<file path="config.mk">
export PLATFORM = sky130hd
export DESIGN_NAME = clk_fail_monitor
export DESIGN_NICKNAME = d
export VERILOG_FILES = /design/src/rtl/clkmon_pkg.sv /design/src/rtl/clkmon_gap_counter.sv /design/src/rtl/clkmon_status.sv /design/src/rtl/clk_fail_monitor.sv
export SDC_FILE = /design/constraint.sdc
export NUM_CORES = 1
export LEC_CHECK = 0
export ABC_AREA = 0
export BUFFER_PORTS_ARGS = -buffer_cell sky130_fd_sc_hd__clkbuf_2
export CAP_MARGIN = 20
export CORE_MARGIN = 4
export CORE_UTILIZATION = 50
export CTS_CLUSTER_DIAMETER = 50
export DETAILED_ROUTE_END_ITERATION = 7
export PLACE_DENSITY = 0.71
export SETUP_SLACK_MARGIN = 0.3
export SYNTH_ARGS = -nofsm -noshare
export SYNTH_HDL_FRONTEND = slang
export SYNTH_HIERARCHICAL = 1
export SYNTH_SLANG_ARGS = --single-unit
</file>
<file path="constraint.sdc">
create_clock -name clk -period 2.04 [get_ports clk]
set_input_delay 0.408 -clock clk [delete_from_list [all_inputs] [get_ports clk]]
set_output_delay 0.408 -clock clk [all_outputs]
set_load 0.02 [all_outputs]
</file>
<file path="src/rtl/clkmon_pkg.sv">
// Package: shared select-code type and default constants for the clock
// failure monitor. Assumes a 2-bit clock-select code.
package clkmon_pkg;
    typedef logic [1:0] clk_sel_t;

    // Select code of the low-rate backup oscillator
    localparam clk_sel_t SEL_BACKUP = 2'b11;

    // Backup ticks without a primary edge before primary is declared lost
    localparam int unsigned PRIM_TICKS_DEF = 10;

    // System cycles without a backup edge before backup is declared lost
    localparam int unsigned BKUP_CYCLES_DEF = 8000;
endpackage

</file>
<file path="src/rtl/clkmon_gap_counter.sv">
// Gap counter: counts qualifying events since the last restart event and
// reports a hit in the cycle whose event would complete LIMIT of them.
// Used twice: the primary monitor counts backup ticks, the backup monitor
// counts every system cycle. Assumes restart and count are one-cycle pulses
// in the clk domain; restart has priority over count.
module clkmon_gap_counter #(
    parameter int unsigned LIMIT = 10
) (
    input  logic clk,
    input  logic rst_n,
    input  logic active,
    input  logic restart,
    input  logic count,
    output logic hit
);
    localparam int unsigned CW = (LIMIT < 2) ? 1 : $clog2(LIMIT);
    localparam logic [CW-1:0] LAST = CW'(LIMIT - 1);

    logic [CW-1:0] gap_q;

    // Track events since last restart; clear whenever monitoring is inactive
    always_ff @(posedge clk) begin
        if (!rst_n || !active || restart) begin
            gap_q <= '0;
        end else if (count && gap_q != LAST) begin
            gap_q <= gap_q + 1'b1;
        end
    end

    // Flag the event that completes the window
    always_comb begin
        hit = active && !restart && count && (gap_q == LAST);
    end
endmodule

</file>
<file path="src/rtl/clkmon_status.sv">
// Status and select logic: turns monitor hits into sticky flags and a
// one-cycle interrupt, and overrides the select code after a primary
// failure. Assumes the hits come from clkmon_gap_counter instances.
module clkmon_status
    import clkmon_pkg::*;
#(
    parameter clk_sel_t BKUP_CODE = SEL_BACKUP
) (
    input  logic     clk,
    input  logic     rst_n,
    input  logic     prim_hit,
    input  logic     bkup_hit,
    input  clk_sel_t sel_req,
    output clk_sel_t sel_eff,
    output logic     prim_fail,
    output logic     bkup_fail,
    output logic     fail_irq
);
    logic prim_set;
    logic bkup_set;

    // New failures: primary is locked out once the backup has failed
    always_comb begin
        bkup_set = bkup_hit && !bkup_fail;
        prim_set = prim_hit && !prim_fail && !bkup_fail && !bkup_hit;
    end

    // Sticky flags and the rising-edge interrupt pulse
    always_ff @(posedge clk) begin
        if (!rst_n) begin
            prim_fail <= 1'b0;
            bkup_fail <= 1'b0;
            fail_irq  <= 1'b0;
        end else begin
            prim_fail <= prim_fail | prim_set;
            bkup_fail <= bkup_fail | bkup_set;
            fail_irq  <= prim_set | bkup_set;
        end
    end

    // Force the backup source once the primary has been lost
    always_comb begin
        sel_eff = prim_fail ? BKUP_CODE : sel_req;
    end
endmodule

</file>
<file path="src/rtl/clk_fail_monitor.sv">
// Clock failure monitor top. Watches a primary and a backup oscillator
// through synchronized edge pulses. It switches the select code to the
// backup on primary loss and raises an alert on backup loss. Assumes the
// edge inputs are one-cycle pulses already in the clk domain and that a
// separate glitch-free mux consumes sel_eff.
module clk_fail_monitor
    import clkmon_pkg::*;
#(
    parameter int unsigned PRIM_LIMIT = PRIM_TICKS_DEF,
    parameter int unsigned BKUP_LIMIT = BKUP_CYCLES_DEF,
    parameter logic [1:0]  BKUP_CODE  = SEL_BACKUP
) (
    input  logic       clk,
    input  logic       rst_n,
    input  logic       prim_det_en,
    input  logic       bkup_det_en,
    input  logic       bkup_osc_en,
    input  logic [1:0] sel_req,
    input  logic       prim_edge,
    input  logic       bkup_edge,
    output logic [1:0] sel_eff,
    output logic       prim_fail,
    output logic       bkup_fail,
    output logic       fail_irq
);
    logic on_backup;
    logic prim_active;
    logic bkup_active;
    logic prim_hit;
    logic bkup_hit;

    // Decide which monitors may run this cycle
    always_comb begin
        on_backup   = (sel_req == BKUP_CODE);
        prim_active = prim_det_en && !on_backup && !bkup_fail;
        bkup_active = bkup_det_en && bkup_osc_en && !on_backup;
    end

    // Primary monitor: backup ticks between primary edges
    clkmon_gap_counter #(.LIMIT(PRIM_LIMIT)) u_prim_gap (
        .clk     (clk),
        .rst_n   (rst_n),
        .active  (prim_active),
        .restart (prim_edge),
        .count   (bkup_edge),
        .hit     (prim_hit)
    );

    // Backup monitor: system cycles between backup edges
    clkmon_gap_counter #(.LIMIT(BKUP_LIMIT)) u_bkup_gap (
        .clk     (clk),
        .rst_n   (rst_n),
        .active  (bkup_active),
        .restart (bkup_edge),
        .count   (1'b1),
        .hit     (bkup_hit)
    );

    clkmon_status #(.BKUP_CODE(BKUP_CODE)) u_status (
        .clk       (clk),
        .rst_n     (rst_n),
        .prim_hit  (prim_hit),
        .bkup_hit  (bkup_hit),
        .sel_req   (sel_req),
        .sel_eff   (sel_eff),
        .prim_fail (prim_fail),
        .bkup_fail (bkup_fail),
        .fail_irq  (fail_irq)
    );
endmodule

</file>
# == After elaboration in Yosys (flattened, before gate mapping) ==
# Cells that the tools add are included.
# op_classes
bitwise,3
eq_ne,5
n_reduce_logical,27
n_mux,1
n_addsub,2
# ops
op,count
logical AND 1 bit,14
adder 13 x 1 -> 13 bit (second input constant),1
equality test 13 bit (second input constant),1
inequality test 13 bit (second input constant),1
logical NOT 1 bit,9
adder 4 x 1 -> 4 bit (second input constant),1
equality test 4 bit (second input constant),1
logical OR 1 bit,4
inequality test 4 bit (second input constant),1
OR 1 bit,3
equality test 2 bit (second input constant),1
2-to-1 mux 2 bit,1
# word_totals
input_bits,9
regBits,20
out_inout_bits,5

# == Logic depth before layout (Yosys ltp) ==
# logic_depth
word_depth,11
ltp_mapped,6
mapped_depth_nobuf,6

# == Cells and area by module ==
# The synthesis kept the hierarchy.
# by_module_without_submodules
mod,seq_area_each_um2,cells_per_inst,area_each_um2,instances
clkmon_gap_counter at u_bkup_gap,260.2,74,651.9,1
clkmon_gap_counter at u_prim_gap,80.1,25,235.2,1
clkmon_status,60.1,12,120.1,1
clk_fail_monitor,0.0,4,22.5,1

# == Least setup slack after synthesis ==
# No wires, ideal clock.
# synth_path
path_type,reg-to-reg
from,register u_bkup_gap.gap_q[4]
to,register u_bkup_gap.gap_q[9]
path_buffers,0
stages_incl_launch_ff,5
setup_time_ps,59
arrival_time_ps,1483
slack_ps,498
path_cell_list,dfxtp_1 -> nand4_2 -> or3b_4 -> or4_1 -> nand2_1
# synth_between
elab_chain_cells,1
# synth_lines
item,line_no,source
from (decl),clkmon_gap_counter.sv:19,logic [CW-1:0] gap_q;
from (signal assigned),clkmon_gap_counter.sv:26,gap_q <= gap_q + 1'b1;
adder 13 x 1 -> 13 bit or inequality test 13 bit (tied branches),"clkmon_gap_counter.sv:26, clkmon_gap_counter.sv:25",
# Several ways; a longest one is shown, not always the timed one.
# A chain may end at the register's enable or synchronous reset.

# == Worst setup path in the final report ==
# layout_path
from,register u_bkup_gap.gap_q[0]
to,register u_bkup_gap.gap_q[11]
# The elaborated chain is that of the path after synthesis.

==> impl_metrics.env <==
export IMPL_fillers=192
export IMPL_numCtsBuffers=3
export IMPL_routed_wl_um=1940
export IMPL_cts_root_buffer_cell="clkbuf_4"
export IMPL_synth_top_family_by_area="simple AND/OR/NAND/NOR gates"
export IMPL_synth_mux_area_frac=0.00972
export IMPL_post_route_util=0.605
export IMPL_setup_viol_count_final=0
export IMPL_cp_slowest_cell="or4_1"
export IMPL_critPathCaptureType="register"
export IMPL_synthSimpleGateAreaFrac=0.345
export IMPL_grt_overflow=0
export IMPL_antenna_found_initial=0
export IMPL_num_vias=878
export IMPL_synth_top_flop_cell="dfxtp_1"
export IMPL_synth_top_area_frac=0.389
export IMPL_io_buffers=13
export IMPL_timing_setup_tns_ns=0
export IMPL_rsz0062_at_grt="false"
export IMPL_dp_hpwl_um=1500
export IMPL_cts_max_path_buffers=2
export IMPL_maxSlewViolCount=0
export IMPL_drive_gt1_frac=0.248
export IMPL_timing_final_crit_share=0.791
export IMPL_synth_most_common_cell="dfxtp_1"
export IMPL_crit_arrival_ns=1.86
export IMPL_hold_viol_final=0
export IMPL_insertion_delay_ns=0.29
export IMPL_synth_compound_area_frac=0.156
export IMPL_syn_inst=115
export IMPL_synth_common_cells="20 x dfxtp_1, 11 x nand2_1, 10 x nor2_1"
export IMPL_status="finished clean"
export IMPL_fp_dieW_um=53.4
export IMPL_path_clk_slew_ns=0.11
export IMPL_synth_top_cell_by_area="dfxtp_1"
export IMPL_diodes=0
export IMPL_drc=0
export IMPL_cts_tree="yes"
export IMPL_max_vdd_ir_drop_mv=0.339
export IMPL_io_pins=14
export IMPL_ant_nets=0
export IMPL_synth_cell_type_count=41
export IMPL_synth_adder_area_share=0.0365
export IMPL_cpPeakStageDelay_ns=0.48
export IMPL_cts_resized=0
export IMPL_final_cell_area_sq_um=1190
export IMPL_drv_cap=0
export IMPL_synth_edf_count=0
export IMPL_min_period_ns=1.61
export IMPL_first_global_vias=774
export IMPL_leakage_nw=0.494
export IMPL_htreeDepth=1
export IMPL_clkSinkCount=20
export IMPL_path_max_fanout=5
export IMPL_worstHoldPathType="input port to register"
export IMPL_die_area_sq_um=2850
export IMPL_synth_async_reset_ratio=0
export IMPL_globalplace_congestion=0.795
export IMPL_worstSetupStartpointType="register"
export IMPL_initial_core_util=0.525
export IMPL_crit_chain="and3_1, or3b_4, or4_1, nand2_1"
export IMPL_core_area_sq_um=1960
export IMPL_yosysWarningCount=6
export IMPL_grt_max_degree=11
export IMPL_vias_per_cell=5.35
export IMPL_synth_xor_area_share=0.0425
export IMPL_grt_pass1_wl_um=3440
export IMPL_grt_use_total=0.164
export IMPL_fmax_mhz=619
export IMPL_worstSetupPathType="register to register"
export IMPL_placed_area_sq_um=1160
export IMPL_power_density_nw_per_um2=516
export IMPL_drt_first_pass_iters=4
export IMPL_die_height_um=53.4
export IMPL_yosys_top_cells_area="dfxtp_1 39%, nand4_1 4.3%, nand2_1 4.0%, ha_1 3.6%, nor2_1 3.6%"
export IMPL_syn_cell_area_sq_um=1030
export IMPL_ys_seq_area_frac=0.389
export IMPL_syn2layout_area_growth_pct=15.2
export IMPL_drt_iter0_markers=10
export IMPL_p_total_mw=0.612
export IMPL_postCtsHoldBufs=0
export IMPL_avgSynthCellArea_sq_um=8.95
export IMPL_synth_seq_cells=20
export IMPL_r2r_cells=4
export IMPL_routedWlPerCell_um=11.8
export IMPL_seq_area_sq_um=405
export IMPL_multi_input_area_sq_um=629
export IMPL_critPathRequiredTime_ns=2.28
export IMPL_hold_slack_ns=0.395
export IMPL_skew_ns=0.00346
export IMPL_post_cts_buffers=0
export IMPL_whs_path_depth=2
export IMPL_nets=151
export IMPL_std_cell_rows=16
per-stage QoR:
stage	worst slack, ns	cells
6_report	0.426	164
5_1_grt	0.317	164
4_1_cts	0.372	164
3_5_place_dp	0.402	161
3_3_place_gp	0.450	161
2_1_floorplan	0.498	120
power breakdown:
part           internal [mW]  total (mW)  switching [mW]
Sequential             0.391       0.393         0.00135
Combinational         0.0168      0.0372          0.0204
Clock                 0.0686       0.182           0.114
cell usage in the layout, fill, tap and decap left out, types with 3 or more instances in the layout:
master    count
o211ai_1      3
nand3b_1      3
ha_1          3
nand4_1       7
conb_1        6
or3_1         4
clkbuf_4      3
inv_1         4
clkbuf_2     13
dfxtp_2       4
o21ai_0       4
nor2_1       10
a21oi_1       6
nand2_1      11
dfxtp_1      16
nor3_1        3
xor2_1        3
layout make-up:
cell class                      instances  share of cell area
Inverter                                4              0.0127
Multi-Input combinational cell         95               0.531
Tap cell                               27              0.0285
Clock buffer                            3              0.0190
Sequential cell                        20               0.342
Timing Repair Buffer                   15              0.0675
worst max-delay path: cells and delay by family (launching register included):
family / cells / cell delay (ns)
AND/OR/NAND/NOR: 4 / 1.18
flip-flops: 1 / 0.38
routing by layer:
metal,vias to the layer above,GRT usage,share of wire
met5,-,0,0
met4,0,0.0383,0
met3,0,0.0507,0.051
met2,14,0.257,0.43
met1,403,0.217,0.52
li1,461,-,-
worst paths after layout:
path	startpoint	to	slack (ns)
worst min-delay path	rst_n	u_status/bkup_fail	0.40
worst max register to register	u_bkup_gap/gap_q[0]	u_bkup_gap/gap_q[11]	0.43
worst max-delay path	u_bkup_gap/gap_q[0]	u_bkup_gap/gap_q[11]	0.43
worst min register to register	u_bkup_gap/gap_q[4]	u_bkup_gap/gap_q[4]	0.50
state kept, by name (all words and copies together), names as in the netlist:
register,flops
u_bkup_gap/gap_q,13
u_prim_gap/gap_q,4
u_status/bkup_fail,1
u_status/fail_irq,1
u_status/prim_fail,1
cell families after synthesis:
group / after synthesis
multiplexers: 1
buffers and inverters: 5
XOR/XNOR: 5
adder cells (fa/ha/maj): 3
AO/OA/AOI/OAI: 22
flip-flops: 20
AND/OR/NAND/NOR: 58
other: 1
(Power assumes the default switching activity.)
